File: config.mk
export PLATFORM = sky130hd
export DESIGN_NAME = stack_mem_unit
export DESIGN_NICKNAME = d
export VERILOG_FILES = /design/src/rtl/smu_pkg.sv /design/src/rtl/smu_sp_reg.sv /design/src/rtl/smu_byte_seq.sv /design/src/rtl/smu_lane_buf.sv /design/src/rtl/stack_mem_unit.sv
export SDC_FILE = /design/constraint.sdc
export NUM_CORES = 1
export LEC_CHECK = 0
export BUFFER_PORTS_ARGS = -buffer_cell sky130_fd_sc_hd__buf_2
export CAP_MARGIN = 10
export CORE_AREA = 2 2 117 147
export DETAILED_ROUTE_END_ITERATION = 16
export DIE_AREA = 0 0 119 149
export GPL_ROUTABILITY_DRIVEN = 0
export GPL_TIMING_DRIVEN = 0
export HOLD_SLACK_MARGIN = 0.08
export PLACE_DENSITY = 0.7
export SYNTH_ARGS = -nofsm -noshare
export SYNTH_HDL_FRONTEND = slang
export SYNTH_SLANG_ARGS = --single-unit
File: constraint.sdc
create_clock -name clk_i -period 2.7 [get_ports clk_i]
set_input_delay 0.54 -clock clk_i [delete_from_list [all_inputs] [get_ports clk_i]]
set_output_delay 0.54 -clock clk_i [all_outputs]
set_load 0.01 [all_outputs]
File: src/rtl/smu_pkg.sv
package smu_pkg;
  typedef enum logic [2:0] {
    OP_PUSH  = 3'd0,
    OP_POP   = 3'd1,
    OP_LOAD  = 3'd2,
    OP_STORE = 3'd3,
    OP_SETSP = 3'd4,
    OP_FETCH = 3'd5
  } smu_op_e;
endpackage

File: src/rtl/smu_sp_reg.sv
module smu_sp_reg #(
  parameter int unsigned ADDR_W = 24,
  parameter int unsigned STEP   = 4
) (
  input  logic              clk_i,
  input  logic              rst_ni,
  input  logic              inc_i,
  input  logic              dec_i,
  input  logic              load_i,
  input  logic [ADDR_W-1:0] load_val_i,
  output logic [ADDR_W-1:0] sp_o
);
  localparam logic [ADDR_W-1:0] Step = ADDR_W'(STEP);

  logic [ADDR_W-1:0] sp_q;

  always_ff @(posedge clk_i or negedge rst_ni) begin
    if (!rst_ni)     sp_q <= '0;
    else if (load_i) sp_q <= load_val_i;
    else if (inc_i)  sp_q <= sp_q + Step;
    else if (dec_i)  sp_q <= sp_q - Step;
  end

  assign sp_o = sp_q;


  sp_hold_chk: assert property (@(posedge clk_i) disable iff (!rst_ni)
    !(inc_i || dec_i || load_i) |=> $stable(sp_o));
endmodule

File: src/rtl/smu_byte_seq.sv
module smu_byte_seq #(
  parameter int unsigned NB = 4
) (
  input  logic                  clk_i,
  input  logic                  rst_ni,
  input  logic                  start_i,
  output logic                  active_o,
  output logic [$clog2(NB)-1:0] idx_o,
  output logic                  last_o
);
  localparam int unsigned IW = $clog2(NB);
  localparam logic [IW-1:0] LastIdx = IW'(NB - 1);

  logic          active_q;
  logic [IW-1:0] idx_q;

  always_ff @(posedge clk_i or negedge rst_ni) begin
    if (!rst_ni) begin
      active_q <= 1'b0;
      idx_q    <= '0;
    end else if (start_i) begin
      active_q <= 1'b1;
      idx_q    <= '0;
    end else if (active_q) begin
      if (idx_q == LastIdx) begin
        active_q <= 1'b0;
        idx_q    <= '0;
      end else begin
        idx_q <= idx_q + 1'b1;
      end
    end
  end

  assign active_o = active_q;
  assign idx_o    = idx_q;
  assign last_o   = active_q && (idx_q == LastIdx);


  no_restart_chk: assert property (@(posedge clk_i) disable iff (!rst_ni)
    active_o |-> !start_i);


  idx_idle_chk: assert property (@(posedge clk_i) disable iff (!rst_ni)
    !active_o |-> idx_o == '0);
endmodule

File: src/rtl/smu_lane_buf.sv
module smu_lane_buf #(
  parameter int unsigned NB = 4,
  parameter int unsigned BW = 8
) (
  input  logic                  clk_i,
  input  logic                  rst_ni,
  input  logic                  load_i,
  input  logic [NB*BW-1:0]      load_word_i,
  input  logic                  wr_i,
  input  logic [$clog2(NB)-1:0] lane_i,
  input  logic [BW-1:0]         wr_byte_i,
  output logic [BW-1:0]         rd_byte_o,
  output logic [NB*BW-1:0]      word_o,
  output logic [NB*BW-1:0]      word_nxt_o
);
  localparam int unsigned WW = NB * BW;

  logic [WW-1:0] word_q;
  logic [WW-1:0] word_d;

  for (genvar g = 0; g < NB; g++) begin : g_lane
    assign word_d[g*BW +: BW] =
      load_i                              ? load_word_i[g*BW +: BW] :
      (wr_i && lane_i == $clog2(NB)'(g))  ? wr_byte_i               :
                                            word_q[g*BW +: BW];
  end

  always_ff @(posedge clk_i or negedge rst_ni) begin
    if (!rst_ni) word_q <= '0;
    else         word_q <= word_d;
  end

  assign rd_byte_o  = word_q[lane_i*BW +: BW];
  assign word_o     = word_q;
  assign word_nxt_o = word_d;
endmodule

File: src/rtl/stack_mem_unit.sv
module stack_mem_unit
  import smu_pkg::*;
#(
  parameter int unsigned       ADDR_W    = 24,
  parameter int unsigned       DATA_W    = 32,
  parameter int unsigned       BYTE_W    = 8,
  parameter logic [ADDR_W-1:0] TERM_ADDR = ADDR_W'('hFFFFFC)
) (
  input  logic              clk_i,
  input  logic              rst_ni,
  input  logic              req_i,
  input  logic [2:0]        op_i,
  input  logic [DATA_W-1:0] data_i,
  input  logic [DATA_W-1:0] addr_i,
  output logic              busy_o,
  output logic              done_o,
  output logic              err_o,
  output logic [DATA_W-1:0] rdata_o,
  output logic [ADDR_W-1:0] sp_o,
  output logic [ADDR_W-1:0] mem_addr_o,
  output logic              mem_we_o,
  output logic              mem_re_o,
  output logic [BYTE_W-1:0] mem_wdata_o,
  input  logic [BYTE_W-1:0] mem_rdata_i,
  output logic              term_valid_o,
  output logic [DATA_W-1:0] term_data_o
);
  localparam int unsigned NB = DATA_W / BYTE_W;
  localparam int unsigned LW = $clog2(NB);
  localparam logic [ADDR_W-1:0] WordBytes = ADDR_W'(NB);

  smu_op_e op;
  logic    accept, addr_hi_bad, data_hi_bad;
  logic    go_xfer, go_wr, go_big, go_push, go_term, go_err;
  logic    sp_dec, sp_load, sp_inc;
  logic [ADDR_W-1:0] go_base, sp;

  logic              active, last;
  logic [LW-1:0]     idx, lane;
  logic [ADDR_W-1:0] base_q;
  logic              wr_q, big_q, push_q, term_q;
  logic              done_q, err_q, term_v_q;
  logic [DATA_W-1:0] rdata_q, buf_word, buf_nxt;
  logic [BYTE_W-1:0] buf_byte;

  assign op          = smu_op_e'(op_i);
  assign accept      = req_i && !active;
  assign addr_hi_bad = |addr_i[DATA_W-1:ADDR_W];
  assign data_hi_bad = |data_i[DATA_W-1:ADDR_W];

  always_comb begin
    go_xfer = 1'b0;
    go_wr   = 1'b0;
    go_big  = 1'b0;
    go_push = 1'b0;
    go_term = 1'b0;
    go_err  = 1'b0;
    sp_dec  = 1'b0;
    sp_load = 1'b0;
    go_base = addr_i[ADDR_W-1:0];
    if (accept) begin
      case (op)
        OP_PUSH: begin
          go_xfer = 1'b1;
          go_wr   = 1'b1;
          go_push = 1'b1;
          go_base = sp;
        end
        OP_POP: begin
          go_xfer = 1'b1;
          sp_dec  = 1'b1;
          go_base = sp - WordBytes;
        end
        OP_LOAD: begin
          if (addr_hi_bad) go_err  = 1'b1;
          else             go_xfer = 1'b1;
        end
        OP_STORE: begin
          go_xfer = 1'b1;
          go_wr   = 1'b1;
          go_term = (addr_i[ADDR_W-1:0] == TERM_ADDR);
        end
        OP_SETSP: begin
          if (data_hi_bad) go_err  = 1'b1;
          else             sp_load = 1'b1;
        end
        OP_FETCH: begin
          go_xfer = 1'b1;
          go_big  = 1'b1;
        end
        default: go_err = 1'b1;
      endcase
    end
  end

  smu_byte_seq #(.NB(NB)) i_seq (
    .clk_i    (clk_i),
    .rst_ni   (rst_ni),
    .start_i  (go_xfer),
    .active_o (active),
    .idx_o    (idx),
    .last_o   (last)
  );

  assign sp_inc = last && push_q;

  smu_sp_reg #(.ADDR_W(ADDR_W), .STEP(NB)) i_sp (
    .clk_i      (clk_i),
    .rst_ni     (rst_ni),
    .inc_i      (sp_inc),
    .dec_i      (sp_dec),
    .load_i     (sp_load),
    .load_val_i (data_i[ADDR_W-1:0]),
    .sp_o       (sp)
  );

  // big-endian fetch walks lanes from the top
  assign lane = big_q ? (LW'(NB - 1) - idx) : idx;

  smu_lane_buf #(.NB(NB), .BW(BYTE_W)) i_buf (
    .clk_i       (clk_i),
    .rst_ni      (rst_ni),
    .load_i      (go_xfer && go_wr),
    .load_word_i (data_i),
    .wr_i        (active && !wr_q),
    .lane_i      (lane),
    .wr_byte_i   (mem_rdata_i),
    .rd_byte_o   (buf_byte),
    .word_o      (buf_word),
    .word_nxt_o  (buf_nxt)
  );

  always_ff @(posedge clk_i or negedge rst_ni) begin
    if (!rst_ni) begin
      base_q   <= '0;
      wr_q     <= 1'b0;
      big_q    <= 1'b0;
      push_q   <= 1'b0;
      term_q   <= 1'b0;
      done_q   <= 1'b0;
      err_q    <= 1'b0;
      term_v_q <= 1'b0;
      rdata_q  <= '0;
    end else begin
      if (go_xfer) begin
        base_q <= go_base;
        wr_q   <= go_wr;
        big_q  <= go_big;
        push_q <= go_push;
        term_q <= go_term;
      end
      done_q   <= (accept && !go_xfer) || last;
      err_q    <= go_err;
      term_v_q <= last && term_q;
      if (last && !wr_q) rdata_q <= buf_nxt;
    end
  end

  assign busy_o       = active;
  assign done_o       = done_q;
  assign err_o        = err_q;
  assign rdata_o      = rdata_q;
  assign sp_o         = sp;
  assign mem_addr_o   = base_q + ADDR_W'(idx);
  assign mem_we_o     = active && wr_q;
  assign mem_re_o     = active && !wr_q;
  assign mem_wdata_o  = buf_byte;
  assign term_valid_o = term_v_q;
  assign term_data_o  = buf_word;


  mem_excl_chk: assert property (@(posedge clk_i) disable iff (!rst_ni)
    !(mem_we_o && mem_re_o));


  done_idle_chk: assert property (@(posedge clk_i) disable iff (!rst_ni)
    done_o |-> !busy_o);


  term_done_chk: assert property (@(posedge clk_i) disable iff (!rst_ni)
    term_valid_o |-> done_o && !err_o);


  err_done_chk: assert property (@(posedge clk_i) disable iff (!rst_ni)
    err_o |-> done_o);


  err_no_access_chk: assert property (@(posedge clk_i) disable iff (!rst_ni)
    err_o |-> $stable(rdata_o));
endmodule

# == Word-level counts from Yosys, hierarchy flattened ==
# Index checks and enable logic that the tools add are counted.
# word_totals
register_bits,122
inputBits,78
out_inout_bits,126
wordCells,94
# op_classes
n_addsub,5
n_eq_ne,10
n_shift,1
n_mux,40
reduce_logical,25
# op_table
op,n
$mux 24,4
$mux 8,8
$pmux 24 s2,1
$shiftx 32x6->8,1
$add 24x2->24,1
$add 24x3->24 const B,1
$eq 24x24->1 const B,1
$sub 24x3->24 const B,1
$mux 1,21
$reduce_or 8->1,2
$logic_and 1x1->1,13
$mux 2,4
$eq 2x2->1 const B,3
$eq 3x2->1 const B,2
$eq 3x3->1 const B,2
$reduce_or 4->1,1
$eq 3x1->1 const B,1
$logic_not 1->1,3
$logic_not 3->1,1
$pmux 1 s3,1
$reduce_bool 3->1,1
$add 2x1->2 const B,1
$eq 2x1->1 const B,1
$logic_not 2->1,1
5 further kinds,5

# == Longest topological paths before layout ==
# depth
depth_word,7
depth_mapped,8
ltp_nobuf,8

# == Hierarchy ==
# From an unflattened synthesis, not the netlist that was laid out.
# hier_totals
hier_cells,845
hier_area_um2,7841.3
# by_module_without_submodules
mod,instances,cells_per_inst,area_per_inst_um2,seq_area_each_um2
stack_mem_unit,1,377,3667.3,1576.5
smu_sp_reg,1,265,2182.1,600.6
smu_lane_buf,1,191,1849.3,800.8
smu_byte_seq,1,12,142.6,75.1

# == Worst setup path after synthesis ==
# Ideal clock, no wire load.
# synth_path
path_type,register -> output
from,"register i_seq.idx_q[0], in the netlist i_seq.idx_o[0]"
to,output port mem_addr_o[22]
arrival_time_ns,2.079
required_time_ns,2.160
slack_ns,0.081
stages_incl_launch_ff,9
path_buffers,0
cell_sequence,dfrtp_1 ha_1 inv_1 fa_1 nand3b_1 nor3_1 and2_1 nand4_1 xnor2_1
# synth_between
elab_chain_len,1
# synth_rtl
item,line,text
start: declaration,smu_byte_seq.sv:15,logic [IW-1:0] idx_q;
start signal: assignment,smu_byte_seq.sv:29,idx_q <= idx_q + 1'b1;
$add 24x2->24,stack_mem_unit.sv:164,assign mem_addr_o = base_q + ADDR_W'(idx);
end: declaration,stack_mem_unit.sv:20,"output logic [ADDR_W-1:0] mem_addr_o,"
# No other way between the ends.

# == Worst setup path in the final report ==
# Same ends and word-level chain as after synthesis.

==> reports/qor.txt <==
Max clock buf depth -> 2
Top FF cell, synth -> dfrtp_1
Worst setup EP type -> output pin
# IOs -> 204
initial antenna violation count -> 2
Worst Slack Setup Final -> -0.240 ns
first-pass GRT wire length -> 38,400 um
endpoints failing hold -> 0
Syn Nets -> 858
FF-to-FF Start -> i_seq.idx_o[0]$_DFFE_PN0P_
Worst Hold Endpoint -> i_sp.sp_o[1]$_DFFE_PN0P_
Sinks on Clock Net -> 122
simple-gate share of the synthesized area -> 0.218
CP Data Arrival Time -> 2.40 ns
YS warnings -> 0
# H-tree levels -> 4
RSZ-0062 raised after global routing -> true
f_max -> 0.340 GHz
DP Worst Slack -> -0.388 ns
root buf cell -> clkbuf_16
Core Area -> 16,500 um2
compound-gate portion of the synthesized area -> 0.127
CTS tree -> done
DP HPWL -> 18,700 um
crit path time final -> 2.94 ns
Die ar. -> 17,700 um2
commonest non-fill, non-tap cell in the layout -> buf_2
Post-synth EDFFs -> 0
routed len/inst -> 20.0 um
Synth async-reset ratio -> 1.00
grt total ovfl -> 0
vias per inst -> 5.77
Synth Area in XOR/XNOR -> 0.0619
DRT antenna net count -> 0
Seq/Total Area, Yosys -> 0.423
worst-margin pin slew -> 1.05 ns
Initial Utilization -> 0.437
failing checks -> negative setup slack
Unique masters post-synth -> 68
status -> finished, violations left
drc violations -> 0
skew final -> 0.00985 ns
Final Max Slew Viols -> 0
Syn Std Cell Area -> 7220 um2
syn avg cell area -> 9.33 um2
Period Utilization, post-route -> 1.09
TritonCTS buffer count -> 17
die width -> 119 um
PD cells -> 1070 nW/um2
worst rel slew slack -> 0.300
share of cells above drive strength 1 -> 0.332
ANT cells -> 0
clock latency at the later pin of the worst-skew pair -> 0.43 ns
reg-to-reg slack, setup -> 0.13 ns
Startpoint Class -> register
HP Class -> in2reg
adder-cell share of the synthesized area -> 0.0114
vias in the first global route -> 7,078
post-synthesis mux area share -> 0.124
# setup viols final -> 15
critical-path maximum fanout -> 3
row cnt -> 53
nets -> 1,098
r2r endpoint -> rdata_o[10]$_DFFE_PN0P_
Port Buffers -> 201
kind of critical path -> reg2out
drt initial violations -> 516
Clock transition at path regs -> 0.06 ns
WP data required -> 2.16 ns
most frequent cells in the layout -> 205 x buf_2, 119 x dfrtp_1, 101 x nand2_1, 67 x o21ai_0, 41 x clkbuf_1
synth-to-layout area growth -> 31.0%
Pre-antenna DRT Iters -> 7
largest family of logic cells by synthesized area -> simple AND/OR/NAND/NOR gates
via count -> 7,197
final hold slack -> 0.334 ns
max cap viols -> 0
wirelength, routed -> 24,900 um
LEAKAGE -> 4.14 nW
largest net degree at the start of global routing -> 96
Hold Path Cell Cnt -> 3
Reg2Reg Depth -> 6
hold_sp -> data_i[1]
Die Y-Extent -> 149 um
Total Routing Usage GR -> 0.279
Mapped Cells -> 774
Peak VDD IR -> 0.000728 V
flip-flop and latch count after synthesis -> 122
-- how the worst max path moves through the flow --
stage                               start                      end  slack, ns  cells past startpoint
6_report       i_seq.idx_o[0]$_DFFE_PN0P_           mem_addr_o[22]      -0.24                      9
5_1_grt        i_seq.idx_o[0]$_DFFE_PN0P_           mem_addr_o[22]      -0.37                      9
4_1_cts             base_q[0]$_DFFE_PN0P_           mem_addr_o[22]      -0.34                      9
3_5_place_dp   i_seq.idx_o[1]$_DFFE_PN0P_           mem_addr_o[23]      -0.39                      7
3_3_place_gp                       rst_ni  rdata_o[17]$_DFFE_PN0P_      -0.55                      1
2_1_floorplan  i_seq.idx_o[0]$_DFFE_PN0P_           mem_addr_o[22]       0.08                      8
-- cells in the mapped netlist (7+ instances only) --
master,n,area share
xnor2_1,41,0.050
nand4_1,23,0.020
nor4_1,14,0.012
a22oi_1,10,0.010
nand2_1,106,0.055
mux2i_1,33,0.046
nor3_1,28,0.019
o21ai_0,67,0.046
nand2b_1,7,0.0061
nand3_1,37,0.026
a21oi_1,19,0.013
inv_1,13,0.0068
mux2_2,34,0.053
dfrtp_1,122,0.42
nor2_1,37,0.019
or3_1,8,0.0069
o211ai_1,11,0.011
clkbuf_1,43,0.022
xor2_1,10,0.012
mux4_2,8,0.025
and3_1,15,0.013
-- where the power goes --
group | switching, mW | total [mW] | internal [mW]
clock | 0.963 | 2.26 | 1.30
combinational | 2.43 | 4.57 | 2.13
sequential | 0.716 | 3.29 | 2.57
-- timing repair --
item,4_1_cts,5_1_grt
endpoints found under the setup margin,36,29
hold endpoints to repair,27,0
resized for setup,22,22
hold buffers,1,0
buffers inserted,9,10
pin swaps,5,12
-- state kept, by name, summed over array words and instances (netlist names) --
signal,flops
i_seq.active_o,1
push_q,1
term_q,1
rdata_o,32
term_valid_o,1
big_q,1
wr_q,1
base_q,24
i_sp.sp_o,24
err_o,1
done_o,1
i_buf.word_o,32
i_seq.idx_o,2
-- kinds of logic (layout without fill, tap and decap cells) --
logic type,Yosys count,count (layout)
xor+xnor,51,51
simple gates,310,310
buf+inv,64,317
compound gates,146,146
flops,122,122
mux,75,75
fa+ha+maj,6,6
-- cell type report --
class                   count  area, um2
plain buffers              51        210
clock buffers              17        425
multi-input cells         588       4090
clock inverters            15        155
inverters                  13       48.8
well taps                 220        275
flip-flops and latches    122       3060
fillers                  1536       7050
repair buffers            221       1200
-- stage by stage --
step                       util  cell area, um2  TNS [ns]  instances  power (mW)
final                     0.573            9460     -1.65       1247        10.1
after global placement    0.515            8500    -76.82       1195        7.38
after floorplan               -            7220         0        774        5.76
after CTS                 0.564            9310     -1.83       1239        9.95
after global routing      0.573            9460     -3.18       1247        10.7
after detailed placement  0.517            8540     -7.61       1197        7.48
-- routing by layer --
metal,GRT usage,vias to the layer above,wire (um)
li1,-,3309,-
met1,0.343,3431,9890
met2,0.474,377,12100
met3,0.0581,78,1910
met4,0.126,2,1020
met5,0,-,13
-- critical path, stage by stage (launching register included) --
cell and delay, ns:
dfrtp_2 0.39, ha_4 0.15, inv_2 0.03, fa_2 0.33
nand3b_1 0.21, nor3_2 0.21, and2_4 0.20, nand4_1 0.11
xnor2_1 0.18, buf_2 0.16
Power figures use the tool's default switching activity.
